$ cat src/rtl/imm_bus_sched.sv
module imm_bus_sched #(
  parameter int BUS_CLKS  = 4,
  parameter int HALF_CLKS = 2,
  parameter int CW        = 8
) (
  input  logic          clk,
  input  logic          rst_n,
  input  logic          start,
  input  logic          is_long,
  input  logic [2:0]    ea_mode,
  output logic          busy,
  output logic [2:0]    slot_kind,
  output logic          upper_word,
  output logic          done,
  output logic [CW-1:0] cycle_count
);
  localparam int MAXS = 10;
  localparam int SEQW = (MAXS + 1) * 4;
  localparam int SW   = $clog2(BUS_CLKS + 1);
  localparam logic [SW-1:0] BUS_LAST  = SW'(BUS_CLKS - 1);
  localparam logic [SW-1:0] HALF_LAST = SW'(HALF_CLKS - 1);

  localparam logic [3:0] C_PROG  = 4'd1;
  localparam logic [3:0] C_RD    = 4'd2;
  localparam logic [3:0] C_WR    = 4'd3;
  localparam logic [3:0] C_IDLE2 = 4'd4;
  localparam logic [3:0] C_IDLE4 = 4'd5;
  localparam logic [3:0] HI      = 4'd8;

  function automatic logic [SEQW-1:0] build(input logic lg, input logic [2:0] m);
    logic [SEQW-1:0] s;
    int n;
    s = '0;
    n = 0;
    s[n*4 +: 4] = C_PROG; n = n + 1;
    if (lg) begin s[n*4 +: 4] = C_PROG; n = n + 1; end
    if (m == 3'd0) begin
      s[n*4 +: 4] = C_PROG; n = n + 1;
      if (lg) begin s[n*4 +: 4] = C_IDLE4; n = n + 1; end
    end else begin
      if (m == 3'd3 || m == 3'd5) begin s[n*4 +: 4] = C_IDLE2; n = n + 1; end
      if (m == 3'd4 || m == 3'd5 || m == 3'd6 || m == 3'd7) begin
        s[n*4 +: 4] = C_PROG; n = n + 1;
      end
      if (m == 3'd7) begin s[n*4 +: 4] = C_PROG; n = n + 1; end
      if (lg) begin
        s[n*4 +: 4] = C_RD | HI; n = n + 1;
      end
      s[n*4 +: 4] = C_RD;   n = n + 1;
      s[n*4 +: 4] = C_PROG; n = n + 1;
      s[n*4 +: 4] = C_WR;   n = n + 1;
      if (lg) begin s[n*4 +: 4] = C_WR | HI; n = n + 1; end
    end
    return s;
  endfunction

  logic [SEQW-1:0] seq_q;
  logic [3:0]      idx;
  logic [SW-1:0]   sub;
  logic [5:0]      base;
  logic [3:0]      cur, nxt;
  logic            slot_end;

  assign base     = {idx, 2'b00};
  assign cur      = seq_q[base +: 4];
  assign nxt      = seq_q[base + 6'd4 +: 4];
  assign slot_end = sub == ((cur[2:0] == C_IDLE2[2:0]) ? HALF_LAST : BUS_LAST);

  assign slot_kind  = !busy ? 3'd0 : (cur[2:0] == C_IDLE4[2:0]) ? 3'd4 : cur[2:0];
  assign upper_word = busy & cur[3];

  always_ff @(posedge clk) begin
    if (!rst_n) begin
      seq_q       <= '0;
      idx         <= '0;
      sub         <= '0;
      busy        <= 1'b0;
      done        <= 1'b0;
      cycle_count <= '0;
    end else begin
      done <= 1'b0;
      if (!busy) begin
        if (start) begin
          seq_q       <= build(is_long, ea_mode);
          idx         <= '0;
          sub         <= '0;
          busy        <= 1'b1;
          cycle_count <= '0;
        end
      end else begin
        cycle_count <= cycle_count + 1'b1;
        if (slot_end) begin
          sub <= '0;
          if (nxt[2:0] == 3'd0) begin
            busy <= 1'b0;
            done <= 1'b1;
          end else begin
            idx <= idx + 1'b1;
          end
        end else begin
          sub <= sub + 1'b1;
        end
      end
    end
  end
endmodule

$ cat config.mk
export PLATFORM = sky130hd
export DESIGN_NAME = imm_bus_sched
export DESIGN_NICKNAME = d
export VERILOG_FILES = /design/src/rtl/imm_bus_sched.sv
export SDC_FILE = /design/constraint.sdc
export NUM_CORES = 1
export LEC_CHECK = 0
export BUFFER_PORTS_ARGS = -buffer_cell sky130_fd_sc_hd__buf_2
export CORE_MARGIN = 5
export CORE_UTILIZATION = 57
export DETAILED_ROUTE_END_ITERATION = 10
export PLACE_DENSITY = 0.85
export SYNTH_ARGS = -nofsm -noshare
export SYNTH_HDL_FRONTEND = slang
export SYNTH_SLANG_ARGS = --single-unit
$ cat constraint.sdc
create_clock -name clk -period 15 [get_ports clk]
set_input_delay 3.75 -clock clk [delete_from_list [all_inputs] [get_ports clk]]
set_output_delay 3.75 -clock clk [all_outputs]
set_load 0.02 [all_outputs]
# [After elaboration in Yosys (flattened, before gate mapping)]
# Index checks and enable logic that the tools add are counted.
# W data, S select, Z words.
[word_totals] rom_bits=0 ram_bits=0 latch_bits=0 input_bits=7 memories=0 output_inout_bits=14 reg_bits=61
[op_classes] n_bitwise=2 n_mux=78 n_eq_ne=10 magnitude_cmp=0 n_shift=21 n_addsub=20 n_div=0 multipliers=0 n_reduce_logical=10
[op_table] operator="$mux W44" n=23
[op_table] operator="$mux W30" n=23
[op_table] operator="$bwmux W44" n=10
[op_table] operator="$shiftx A4 B33 Y44 const A" n=10
[op_table] operator="$shift A4 B33 Y44 const A" n=9
[op_table] operator="$neg A32 Y33" n=9
[op_table] operator="$add A30 B2 Y30 const B" n=7
[op_table] operator="$shiftx A44 B7 Y3" n=1
[op_table] operator="$shiftx A44 B7 Y4" n=1
[op_table] operator="$mux W4" n=7
[op_table] operator="$eq A3 B3 Y1 const B" n=6
[op_table] operator="$mux W8" n=2
[op_table] operator="$mux W3" n=5
[op_table] operator="$add A8 B1 Y8 const B" n=1
[op_table] operator="$add A6 B3 Y6 const B" n=1
[op_table] operator="$logic_not A3 Y1" n=2
[op_table] operator="$mux W1" n=6
[op_table] operator="$reduce_and A3 Y1" n=2
[op_table] operator="$add A4 B1 Y4 const B" n=1
[op_table] operator="$logic_or A1 B1 Y1" n=4
[op_table] operator="$mux W2" n=2
[op_table] operator="$add A3 B1 Y3 const B" n=1
[op_table] operator="$eq A3 B2 Y1" n=1
[op_table] operator="$eq A3 B2 Y1 const B" n=1
[op_table] operator="other kinds (6)" n=6

# [Longest topological paths before layout]
[logic_depth] word_depth=36 mapped_depth=27 ltp_nobuf=25

# [Least setup slack after synthesis]
# No wires, ideal clock.
[synth_path] path_kind="input port to flip-flop" start="input ea_mode[2]" end="register seq_q[0]" t_arrival_ps=9712 path_stages=24 slack_ps=5214 path_buffers=3 required_ps=14926 cell_sequence="buf_4 xor2_1 and2_1 inv_1 fa_1 buf_2 inv_2 xnor2_1 ha_1 nor2_1 a21oi_1 ha_1 buf_2 xor2_1 xnor2_1 a2111oi_1 nor2_1 a311o_1 nor2_1 ha_1 or4_1 or4_1 a21boi_1 a31oi_2"
[synth_via] elab_chain_cells=33
[synth_rtl] item="start: declaration" line="10" text="input logic [2:0] ea_mode,"
[synth_rtl] item="$eq A3 B2 Y1 / $eq A3 B3 Y1 (equally long branches)" line="41, 42"
[synth_rtl] item="$logic_or A1 B1 Y1" line="41" text="if (m == 3'd3 || m == 3'd5) begin s[n*4 +: 4] = C_IDLE2; n = n + 1; end"
[synth_rtl] item="$mux W30" line="41"
[synth_rtl] item="$mux W30" line="37" text="if (m == 3'd0) begin"
[synth_rtl] item="$mux W30" line="83" text="if (start) begin"
[synth_rtl] item="$mux W30" line="82" text="if (!busy) begin"
[synth_rtl] item="$mux W30" line="73" text="if (!rst_n) begin"
[synth_rtl] item="$add A30 B2 Y30 / $neg A32 Y33 (equally long branches)" line="43" text="s[n*4 +: 4] = C_PROG; n = n + 1;"
[synth_rtl] item="[17 not listed]"
[synth_rtl] item="$add A30 B2 Y30 (tied with other cells)" line="49" text="s[n*4 +: 4] = C_RD; n = n + 1;"
[synth_rtl] item="$add A30 B2 Y30 (tied with other cells)" line="50" text="s[n*4 +: 4] = C_PROG; n = n + 1;"
[synth_rtl] item="$add A30 B2 Y30 (tied with other cells)" line="51" text="s[n*4 +: 4] = C_WR; n = n + 1;"
[synth_rtl] item="$neg A32 Y33 (tied with other cells)" line="52" text="if (lg) begin s[n*4 +: 4] = C_WR | HI; n = n + 1; end"
[synth_rtl] item="$shiftx A4 B33 Y44 (tied with other cells)" line="52"
[synth_rtl] item="$bwmux W44" line="52"
[synth_rtl] item="$mux W44" line="52"
[synth_rtl] item="$mux W44 (*)" line="37"
[synth_rtl] item="end signal: assignment" line="84" text="seq_q <= build(is_long, ea_mode);"
[synth_rtl] item="end: declaration" line="57" text="logic [SEQW-1:0] seq_q;"
# Mark *: on every way between the ends. The rest lies on a longest branch, timed or not. The select of a mux whose other input is x is not followed.
# A chain may end at the register's enable or synchronous reset.

# [Final worst setup path]
# Same ends and word-level chain as after synthesis.

==> impl_metrics.env <==
export IMPL_routed_wire_length_per_instance_um=19.4
export IMPL_worst_clock_skew_ns=0.00750
export IMPL_synthTopCellsByCount="65 x sky130_fd_sc_hd__nand2_1, 64 x sky130_fd_sc_hd__nor2_1, 53 x sky130_fd_sc_hd__dfxtp_1, 33 x sky130_fd_sc_hd__a21oi_1, 32 x sky130_fd_sc_hd__o21ai_0"
export IMPL_cts_sinks=53
export IMPL_top_level_pins=21
export IMPL_clk_pin_slew_worst_paths_ns=0.10
export IMPL_dpl_cell_count=703
export IMPL_synth_area_sq_um=4670
export IMPL_die_footprint_sq_um=10100
export IMPL_dp_worst_setup_slack_ns=4.22
export IMPL_routed_via_density=6.65
export IMPL_max_freq_ghz=0.0949
export IMPL_initial_core_util=0.577
export IMPL_layout_worst_path_cycle_share=0.702
export IMPL_critical_path_endpoint_type="flip-flop"
export IMPL_criticalPathCategory="in -> reg"
export IMPL_global_route_overflow_total=0
export IMPL_count_of_max_cap_constraint_violations=0
export IMPL_rsz_0062_raised_after_global_routing="no"
export IMPL_die_width_um=101
export IMPL_period_needed_ns=10.54
export IMPL_post_cts_setup_buffers=0
export IMPL_numPortBuffers=20
export IMPL_dpl_hpwl_um=10700
export IMPL_ys_async_sr_fraction=0
export IMPL_yosys_reg_bits=53
export IMPL_grt_antenna_before_repair=0
export IMPL_clock_insertion_delay_worst_skew_ns=0.31
export IMPL_yosys_cell_count_top_type="sky130_fd_sc_hd__nand2_1"
export IMPL_totalWireLength_um=13800
export IMPL_cts_hold_buf=0
export IMPL_power_density_nw_per_um2=101
export IMPL_tightestPinTransition_ns=1.07
export IMPL_synth_cells=604
export IMPL_detailedRoute_firstIterationViolations=525
export IMPL_clock_tree_htree_level_count=2
export IMPL_synth_top_flop_cell="sky130_fd_sc_hd__dfxtp_1"
export IMPL_setup_viol=0
export IMPL_worstPathRequired_ns=15.25
export IMPL_number_of_diodes_added_for_antenna_fixing=0
export IMPL_power_mw=0.495
export IMPL_critPathSlowestCell="sky130_fd_sc_hd__fa_1"
export IMPL_clock_path_buffers=2
export IMPL_drive_above_1_share=0.111
export IMPL_vias=4730
export IMPL_finish_cell_count_without_fillers=711
export IMPL_maximum_vdd_ir_drop_uv=53.0
export IMPL_timing_critical_path_cells="buf_2, xor2_1, and2_1, inv_1, fa_1, inv_2, xnor2_1, ha_1, nor2_1, a21oi_1, ha_1, xor2_1, xnor2_1, a2111oi_1, nor2_1, a311o_1, nor2_1, ha_1, or4_1, or4_1, a21boi_1, a31oi_2"
export IMPL_netlist_top_cells_area="sky130_fd_sc_hd__dfxtp_1 23%, sky130_fd_sc_hd__ha_1 7.8%, sky130_fd_sc_hd__nand2_1 5.2%"
export IMPL_cts_resized_gates=0
export IMPL_start_kind="input port"
export IMPL_core_utilization_of_the_finished_layout=0.607
export IMPL_routabilityCongestion=1.03
export IMPL_yosysTopAreaCell="sky130_fd_sc_hd__dfxtp_1"
export IMPL_globalRouteTotalUtil=0.279
export IMPL_final_antenna_net_count=0
export IMPL_first_global_vias=4456
export IMPL_drt_pass1_iter_count=5
export IMPL_cp_arrival_ns=10.78
export IMPL_nFillCells=737
export IMPL_total_leakage_power_nw=1.87
export IMPL_reg2reg_setup_slack_ns=11.77
export IMPL_final_setup_tns_ns=0
export IMPL_timing_final_ws_setup_ns=4.46
export IMPL_timing_critical_path_slowest_cell_delay_ns=0.87
export IMPL_timing_max_transition_violations_final=0
export IMPL_synthesis_to_finish_area_growth_pct=5.09
export IMPL_postSynthAreaPerCell_sq_um=7.74
export IMPL_hold_path_class="reg -> reg"
export IMPL_core_region_area_sq_um=8090
export IMPL_number_of_buffers_added_by_the_clock_tree_synthesis_step=5
export IMPL_num_nets_final=642
export IMPL_biggest_fanout_along_the_worst_timing_path=15
export IMPL_detailed_route_drc_error_count=0
export IMPL_seq_area_frac_synth=0.227
export IMPL_rows=33
export IMPL_cts_tree="done"
export IMPL_synth_warnings=0
export IMPL_yosysTopAreaCellShare=0.227
export IMPL_run_status="completed"
export IMPL_clock_root_buffer="sky130_fd_sc_hd__clkbuf_8"
export IMPL_synth_edf_count=0
export IMPL_grt_start_max_net_pins=35
export IMPL_hold_viol=0
export IMPL_die_h_um=101
export IMPL_max_slew_margin_rel=0.289
export IMPL_synth_cell_type_count=84
export IMPL_grt_first_pass_wirelength_um=23100
-- flip-flops by register name, indices dropped and copies added (netlist names) --
signal,count
busy,1
idx,4
cycle_count,8
done,1
sub,3
seq_q,36
-- kinds of logic (layout without fill, tap and decap cells) --
kind of cell,count (synthesis),after routing,synth area share
xor+xnor,25,25,0.0514
flops,53,53,0.227
simple gates,262,262,0.291
fa+ha+maj,30,30,0.0819
mux,20,20,0.0576
buf+inv,54,55,0.0503
other cells,1,2,0.000802
compound gates,159,159,0.240
-- final cells by class --
class                      count  area (sq um)  area share
timing repair buffer          24           130      0.0265
multi-input combinational    498          3390       0.690
clock buffer                   6          72.6      0.0148
sequential                    53          1060       0.216
tap                          105           131      0.0268
inverter                      23          88.8      0.0181
clock inverter                 2          38.8     0.00790
-- layer usage --
| layer | share of wire | track usage | up-vias |
|---|---|---|---|
| met1 | 0.43 | 0.374 | 2217 |
| met3 | 0.079 | 0.0318 | 40 |
| met5 | 0 | 0 | - |
| met2 | 0.47 | 0.470 | 246 |
| li1 | - | - | 2227 |
| met4 | 0.028 | 0.0891 | 0 |
-- critical path, delay by kind of cell --
family	cells	cell delay (ns)
AOI/OAI and AO/OA	5	2.14
xor gates and xnor gates	4	1.04
adders and majority gates	4	1.80
buffers and inverters	3	0.54
and+or+nand+nor	6	1.50
-- cell usage in the layout, fill, tap and decap left out, types with 6 or more instances in the layout --
cell type,n
sky130_fd_sc_hd__o211ai_1,8
sky130_fd_sc_hd__nor4_1,7
sky130_fd_sc_hd__xnor2_1,16
sky130_fd_sc_hd__nand2_1,65
sky130_fd_sc_hd__a22oi_1,10
sky130_fd_sc_hd__nor2_1,63
sky130_fd_sc_hd__o21ai_0,32
sky130_fd_sc_hd__a21oi_1,33
sky130_fd_sc_hd__inv_1,18
sky130_fd_sc_hd__a32oi_1,7
sky130_fd_sc_hd__nor3_1,17
sky130_fd_sc_hd__buf_2,20
sky130_fd_sc_hd__o31ai_1,6
sky130_fd_sc_hd__dfxtp_1,53
sky130_fd_sc_hd__mux2i_1,12
sky130_fd_sc_hd__ha_1,29
sky130_fd_sc_hd__and3_1,11
sky130_fd_sc_hd__nand3b_1,6
sky130_fd_sc_hd__nand3_1,27
sky130_fd_sc_hd__xor2_1,7
sky130_fd_sc_hd__nor2b_1,10
sky130_fd_sc_hd__nor3b_1,7
sky130_fd_sc_hd__and2_1,8
-- per-stage QoR --
stage / hold slack [ns] / area (sq um)
6_report: 0.464 / 4910
3_5_place_dp: 0.444 / 4800
3_3_place_gp: 0.435 / 4800
4_1_cts: 0.465 / 4910
2_1_floorplan: 0.420 / 4680
5_1_grt: 0.492 / 4910
-- where the power goes --
| part | internal [mW] | switching [mW] |
|---|---|---|
| Combinational | 0.0793 | 0.163 |
| Sequential | 0.148 | 0.00713 |
| Clock | 0.0502 | 0.0477 |
| Total | 0.277 | 0.218 |
-- final timing paths --
kind                                 start         to  cells after the start
worst max-delay path            ea_mode[2]   seq_q[0]                     22
worst min-delay path             seq_q[39]  seq_q[39]                      2
worst max register to register      idx[0]     idx[1]                      9
worst min register to register   seq_q[39]  seq_q[39]                      2
(Power assumes the default switching activity.)
